**config.mk**
```make
export PLATFORM = sky130hd
export DESIGN_NAME = ifetch_dualbuf
export DESIGN_NICKNAME = d
export VERILOG_FILES = /design/src/rtl/ifp_pkg.sv /design/src/rtl/ifp_ctrl.sv /design/src/rtl/ifp_datapath.sv /design/src/rtl/ifetch_dualbuf.sv
export SDC_FILE = /design/constraint.sdc
export NUM_CORES = 1
export LEC_CHECK = 0
export CAP_MARGIN = 20
export CELL_PAD_IN_SITES_DETAIL_PLACEMENT = 1
export CELL_PAD_IN_SITES_GLOBAL_PLACEMENT = 1
export CORE_ASPECT_RATIO = 1.2
export CORE_MARGIN = 3
export CORE_UTILIZATION = 30
export CTS_CLUSTER_SIZE = 8
export DETAILED_ROUTE_END_ITERATION = 12
export PLACE_DENSITY_LB_ADDON = 0.08
export SETUP_SLACK_MARGIN = 0.5
export SYNTH_ARGS = -nofsm -noshare
export SYNTH_HDL_FRONTEND = slang
export SYNTH_SLANG_ARGS = --single-unit
```
**constraint.sdc**
```tcl
create_clock -name clk -period 6.2 [get_ports clk]
set_clock_uncertainty 0.2 [all_clocks]
set_input_delay 0.93 -clock clk [delete_from_list [all_inputs] [get_ports clk]]
set_output_delay 0.93 -clock clk [all_outputs]
set_load 0.02 [all_outputs]
```
**src/rtl/ifp_pkg.sv**
```systemverilog
package ifp_pkg;
  localparam int TAG_W = 32;
  localparam logic [TAG_W-1:0] NO_REQ_TAG = '0;

  typedef struct packed {
    logic [1:0] load;    // buffer i takes a new line this cycle
    logic       curIdx;  // buffer serving the fetch
  } ifpStrobe_t;

  function automatic logic [TAG_W-1:0] nextTag(input logic [TAG_W-1:0] t);
    logic [TAG_W-1:0] n;
    n = t + 1'b1;
    if (n == NO_REQ_TAG) n = n + 1'b1;
    return n;
  endfunction
endpackage

```
**src/rtl/ifp_ctrl.sv**
```systemverilog
module ifp_ctrl
  import ifp_pkg::*;
#(
  parameter int ADDR_W     = 32,
  parameter int LINE_BYTES = 16,
  parameter int PEN_W      = 4
) (
  input  logic              clk,
  input  logic              rst_n,
  input  logic              pcValid,
  input  logic [ADDR_W-1:0] pcIn,
  input  logic              firstSlot,
  input  logic              cacheEn,
  input  logic              cycleCount,
  input  logic              penLoad,
  input  logic [PEN_W-1:0]  penCycles,
  input  logic [1:0]        bufValid,
  input  logic [2*ADDR_W-1:0] bufAddr,
  input  logic [1:0]        bufPend,
  output ifpStrobe_t        strobe,
  output logic [ADDR_W-1:0] curAddr,
  output logic [ADDR_W-1:0] preAddr,
  output logic              stall
);
  localparam logic [ADDR_W-1:0] LINE_MASK = ADDR_W'(LINE_BYTES - 1);

  logic             go;
  logic [1:0]       holdCur;
  logic [1:0]       holdPre;
  logic             curIdx;
  logic             preIdx;
  logic             loadCur;
  logic             loadPre;
  logic             penBusy;
  logic [PEN_W-1:0] penCnt;

  assign go      = (cacheEn | cycleCount) & pcValid;
  assign curAddr = pcIn & ~LINE_MASK;
  assign preAddr = curAddr + ADDR_W'(LINE_BYTES);

  for (genvar i = 0; i < 2; i++) begin : g_cmp
    assign holdCur[i] = bufValid[i] && (bufAddr[i*ADDR_W +: ADDR_W] == curAddr);
    assign holdPre[i] = bufValid[i] && (bufAddr[i*ADDR_W +: ADDR_W] == preAddr);
  end

  // buffer 0 wins a match; a miss falls to buffer 1
  assign curIdx  = holdCur[0] ? 1'b0 : 1'b1;
  assign preIdx  = ~curIdx;
  assign loadCur = go & ~holdCur[curIdx];
  assign loadPre = go & ~holdPre[preIdx];

  always_comb begin
    strobe.curIdx = curIdx;
    strobe.load   = 2'b00;
    strobe.load[curIdx] = loadCur;
    strobe.load[preIdx] = loadPre;
  end

  assign penBusy = firstSlot && (penCnt != '0);
  assign stall   = go & (loadCur | bufPend[curIdx] | penBusy);

  always_ff @(posedge clk) begin
    if (!rst_n) begin
      penCnt <= '0;
    end else if (penLoad) begin
      penCnt <= penCycles;
    end else if (go && penBusy) begin
      penCnt <= penCnt - 1'b1;
    end
  end
endmodule

```
**src/rtl/ifp_datapath.sv**
```systemverilog
module ifp_datapath
  import ifp_pkg::*;
#(
  parameter int ADDR_W = 32,
  parameter logic [TAG_W-1:0] RESET_TAG = 32'h8000_0000
) (
  input  logic                clk,
  input  logic                rst_n,
  input  ifpStrobe_t          strobe,
  input  logic [ADDR_W-1:0]   curAddr,
  input  logic [ADDR_W-1:0]   preAddr,
  input  logic                rspValid,
  input  logic [TAG_W-1:0]    rspTag,
  output logic [1:0]          bufValid,
  output logic [2*ADDR_W-1:0] bufAddr,
  output logic [1:0]          bufPend,
  output logic [1:0]          reqValid,
  output logic [2*ADDR_W-1:0] reqAddr,
  output logic [2*TAG_W-1:0]  reqTag
);
  logic [TAG_W-1:0] tagCnt;
  logic [TAG_W-1:0] tagB;
  logic [TAG_W-1:0] tagC;

  assign tagB = nextTag(tagCnt);
  assign tagC = nextTag(tagB);

  for (genvar i = 0; i < 2; i++) begin : g_buf
    logic              isCur;
    logic [ADDR_W-1:0] newAddr;
    logic [TAG_W-1:0]  newTag;
    logic [ADDR_W-1:0] addrQ;
    logic [TAG_W-1:0]  tagQ;
    logic              validQ;
    logic              rspHit;

    assign isCur   = (strobe.curIdx == 1'(i));
    assign newAddr = isCur ? curAddr : preAddr;
    // serving lane takes the lower tag when both lanes request
    assign newTag  = (isCur || !strobe.load[strobe.curIdx]) ? tagCnt : tagB;
    assign rspHit  = rspValid && (tagQ != NO_REQ_TAG) && (rspTag == tagQ);

    always_ff @(posedge clk) begin
      if (!rst_n) begin
        validQ <= 1'b0;
        addrQ  <= '0;
        tagQ   <= NO_REQ_TAG;
      end else if (strobe.load[i]) begin
        validQ <= 1'b1;
        addrQ  <= newAddr;
        tagQ   <= newTag;
      end else if (rspHit) begin
        tagQ   <= NO_REQ_TAG;
      end
    end

    assign bufValid[i]                 = validQ;
    assign bufAddr[i*ADDR_W +: ADDR_W] = addrQ;
    assign bufPend[i]                  = (tagQ != NO_REQ_TAG);
    assign reqValid[i]                 = strobe.load[i];
    assign reqAddr[i*ADDR_W +: ADDR_W] = newAddr;
    assign reqTag[i*TAG_W +: TAG_W]    = newTag;
  end

  always_ff @(posedge clk) begin
    if (!rst_n) begin
      tagCnt <= RESET_TAG;
    end else begin
      case (strobe.load)
        2'b00:   tagCnt <= tagCnt;
        2'b11:   tagCnt <= tagC;
        default: tagCnt <= tagB;
      endcase
    end
  end
endmodule

```
**src/rtl/ifetch_dualbuf.sv**
```systemverilog
module ifetch_dualbuf
  import ifp_pkg::*;
#(
  parameter int ADDR_W     = 32,
  parameter int LINE_BYTES = 16,
  parameter int PEN_W      = 4,
  parameter logic [31:0] RESET_TAG = 32'h8000_0000
) (
  input  logic              clk,
  input  logic              rst_n,
  input  logic              pcValid,
  input  logic [ADDR_W-1:0] pcIn,
  input  logic              firstSlot,
  input  logic              cacheEn,
  input  logic              cycleCount,
  input  logic              penLoad,
  input  logic [PEN_W-1:0]  penCycles,
  input  logic              rspValid,
  input  logic [31:0]       rspTag,
  output logic              stall,
  output logic [1:0]        reqValid,
  output logic [2*ADDR_W-1:0] reqAddr,
  output logic [63:0]       reqTag
);
  ifpStrobe_t          strobe;
  logic [ADDR_W-1:0]   curAddr;
  logic [ADDR_W-1:0]   preAddr;
  logic [1:0]          bufValid;
  logic [2*ADDR_W-1:0] bufAddr;
  logic [1:0]          bufPend;

  ifp_ctrl #(.ADDR_W(ADDR_W), .LINE_BYTES(LINE_BYTES), .PEN_W(PEN_W)) u_ctrl (
    .clk(clk), .rst_n(rst_n), .pcValid(pcValid), .pcIn(pcIn),
    .firstSlot(firstSlot), .cacheEn(cacheEn), .cycleCount(cycleCount),
    .penLoad(penLoad), .penCycles(penCycles), .bufValid(bufValid),
    .bufAddr(bufAddr), .bufPend(bufPend), .strobe(strobe),
    .curAddr(curAddr), .preAddr(preAddr), .stall(stall)
  );

  ifp_datapath #(.ADDR_W(ADDR_W), .RESET_TAG(RESET_TAG)) u_dp (
    .clk(clk), .rst_n(rst_n), .strobe(strobe), .curAddr(curAddr),
    .preAddr(preAddr), .rspValid(rspValid), .rspTag(rspTag),
    .bufValid(bufValid), .bufAddr(bufAddr), .bufPend(bufPend),
    .reqValid(reqValid), .reqAddr(reqAddr), .reqTag(reqTag)
  );
endmodule

```
==> run_results.csv <==
group,metric,value,unit
cts,clk_latency,470,ps
cts,clk_path_buf_depth,2,
global_route,grt_pass1_wl,91.4,mm
detailed_routing,drt_iter0_markers,741,
setup_path,path_max_fanout,8,
synth,synth_edf_count,0,
timing,grt_setup_unrepaired,"yes",
setup_path,start_kind,"register",
pwr,peakVddDrop,0.184,mV
synth,synth_cell_types,76,
global_route,grt_max_degree,82,
synth,synth_top_flop_cell,"dfxtp_1",
synth,synth.most_common_cell,"nor2_1",
synth,postSynthCellCount,1790,
worst_hold_path,hold_path.class,"register to register",
synth,yosysWarnings,0,
timing,post-route-period-util,95.2,%
timing,setup_tns,0,ps
setup_path,r2r_end,"u_dp.tagCnt[1]",
detailed_routing,first_pass_iters,5,
synth,synth.area.top_cells,"dfxtp_1 24%, xnor2_1 12%, xor2_1 9.8%",
floorplanning,io_pins,207,
global_route,grt_overflow,0,
setup_path,regToRegSetupSlack,300,ps
pwr,cellLeakagePower,6.94,nW
global_route,antenna_found_initial,0,
cts,htree_num_levels,4,
setup_path,cp-startpoint,"u_dp.tagCnt[5]",
worst_hold_path,hold_depth,2,
floorplanning,die-area,45900,um^2
cts,cts_hold_buf,0,
pwr,power_density,176,nW/um^2
detailed_routing,ant_nets,0,
synth,syn_area,13000,um^2
setup_path,crit_required,6350,ps
status,status,"finished, final reports clean",
final_layout,stdcell_area,17700,um^2
setup_path,r2r-start,"u_dp.tagCnt[5]",
floorplanning,die_x,196,um
timing,relSlewSlack,38.5,%
timing,slew_violations,0,
cts,clk_pin_slew_worst_paths,80,ps
timing,setup_viol,0,
timing,worst_pin_slew,922,ps
placement,gp_congestion,0.915,
floorplanning,coreArea,42300,um^2
global_route,grt_pass1_vias,14768,
global_route,grt_use_total,26.2,%
setup_path,critPathCaptureType,"register",
floorplanning,initial_core_util,30.8,%
synth,synth-seq-cells,158,
timing,fmax,169,MHz
final_layout,nFillCells,5156,
detailed_routing,wl_per_cell,23.7,um
placement,dp_hpwl,47.7,mm
cts,cts_num_sinks,158,
worst_hold_path,holdPathEnd,"u_dp.g_buf[0].addrQ[15]",
synth,yosysTopAreaCell,"dfxtp_1",
placement,placed_area,16400,um^2
timing,finalHoldViolCount,0,
synth,synthArstFlopShare,0,%
floorplanning,dieHeight,234,um
setup_path,crit_type,"register to register",
synth,ys_seq_area_share,24.3,%
floorplanning,fp-row-count,82,
placement,numPortBuffers,194,
timing,fin_crit,5900,ps
cts,ctsRootBufferMaster,"clkbuf_16",
final_layout,drive_gt1_share,16.3,%
detailed_routing,vias,13903,
final_layout,area_delta_synth_final,35.6,%
detailed_routing,drc,0,
cts,cts_tree,"yes",
final_layout,n_antenna_cell,0,
setup_path,worstPathArrival,6050,ps
synth,synth_common_cells,"199 x nor2_1, 185 x xnor2_1, 183 x nand2_1",
pwr,total_power,0.00310,W
final_layout,fin_util,41.8,%
setup_path,r2r_cells,22,
detailed_routing,viasPerCell,5.39,
cts,cts_buffers,17,
worst_hold_path,min-delay-start,"u_dp.g_buf[0].addrQ[15]",
final_layout,multi_input_area,9530,um^2
synth,syn_avg_cell_area,7.27,um^2
final_layout,nets,2103,
final_layout,seqCellArea,3170,um^2
synth,yosys.area.top_type_share,24.3,%
detailed_routing,routed_wl,61.2,mm
flow_run,cap_violations,0,
[area by class of cell]
type	instances	share of cell area, %
flip-flops and latches	158	17.9
clock buffers	17	2.41
inverters	37	0.801
repair buffers	391	20.0
multi-input cells	1415	54.0
clock inverters	15	0.957
well taps	546	3.87
[per-stage QoR]
stage	instances	hold slack, ps	worst slack, ps
after detailed placement	2523	267	-33.5
after global routing	2579	324	43.8
after floorplan	1797	244	516
after global placement	2522	250	25.6
after CTS	2570	277	309
final	2579	297	296
[flip-flops by register name, indices dropped and copies added, names as in the netlist]
| signal | flops |
|---|---|
| u_dp.g_buf.tagQ | 64 |
| u_dp.g_buf.validQ | 2 |
| u_dp.g_buf.addrQ | 56 |
| u_ctrl.penCnt | 4 |
| u_dp.tagCnt | 32 |
[what timing repair did]
| item | in CTS | in global routing |
|---|---|---|
| pin swaps | 21 | 9 |
| setup buffers | 15 | 9 |
| setup endpoints to repair | 26 | 35 |
| resized for setup | 51 | 59 |
[cells in the final DEF, fill, tap and decap left out, drive strengths merged, types with 5 or more instances in the layout]
master	count
dlygate4sd2	8
and4	10
nand3	121
o211ai	5
or3	9
a21boi	8
o31ai	7
o21a	6
clkdlybuf4s50	171
nand2	183
inv	44
nor4	71
ha	7
clkbuf	17
a211oi	27
a21oi	96
nand4	61
xnor3	9
a31oi	11
conb	8
xnor2	185
nor2	199
o21ai	16
and3	23
dfxtp	158
xor2	146
nand2b	15
buf	199
clkinv	8
nor3	68
o2111ai	5
or4	16
dlymetal6s2s	13
mux2i	22
and2	10
nand4b	9
[worst max-delay path: stages, from the launching register on]
cell and delay (ps):
dfxtp_1 430, buf_4 180, nand3_1 270, buf_4 290, nor2_1 170, a21boi_1 110, a211o_1 290, or4b_4 570
nor3_4 340, mux2_4 340, ha_2 180, and4b_1 230, o21a_1 140, buf_4 150, a21oi_2 140, o2bb2a_4 140
nand4b_1 160, nor4_2 380, buf_4 170, nand4_1 120, a2111oi_4 260, a21boi_1 120, o41a_1 390
[logic make-up (layout without fill, tap and decap cells)]
| group | count (synthesis) | count (layout) | share of synthesized area [%] |
|---|---|---|---|
| AOI/OAI and AO/OA | 222 | 222 | 11.1 |
| xor gates and xnor gates | 341 | 341 | 24.1 |
| adders and majority gates | 8 | 8 | 0.750 |
| buffers and inverters | 224 | 460 | 6.86 |
| DFF | 158 | 158 | 24.3 |
| muxes | 26 | 26 | 2.04 |
| other | 1 | 8 | 0.0288 |
| and+or+nand+nor | 810 | 810 | 30.8 |
[report_power, final]
group / switching, W / total [W] / internal, W
sequential: 0.0000591 / 0.00112 / 0.00106
clock: 0.000566 / 0.00111 / 0.000542
combinational: 0.000500 / 0.000871 / 0.000370
[per-layer routing]
layer / global-route usage, % / wire, um / vias up
met5: 0 / 0 / -
met4: 13.5 / 3120 / 0
met3: 3.18 / 1720 / 116
met2: 49.2 / 32500 / 294
met1: 28.8 / 23800 / 6875
li1: - / - / 6618
[worst max-delay path by stage]
stage | end | slack (ps) | cells past startpoint
6_report | u_dp.tagCnt[1] | 300 | 22
5_1_grt | u_dp.tagCnt[1] | 40 | 24
4_1_cts | u_dp.tagCnt[1] | 310 | 24
3_5_place_dp | u_dp.tagCnt[1] | -30 | 22
3_3_place_gp | u_dp.tagCnt[1] | 30 | 22
2_1_floorplan | u_dp.tagCnt[1] | 520 | 22
(Power assumes the default switching activity.)
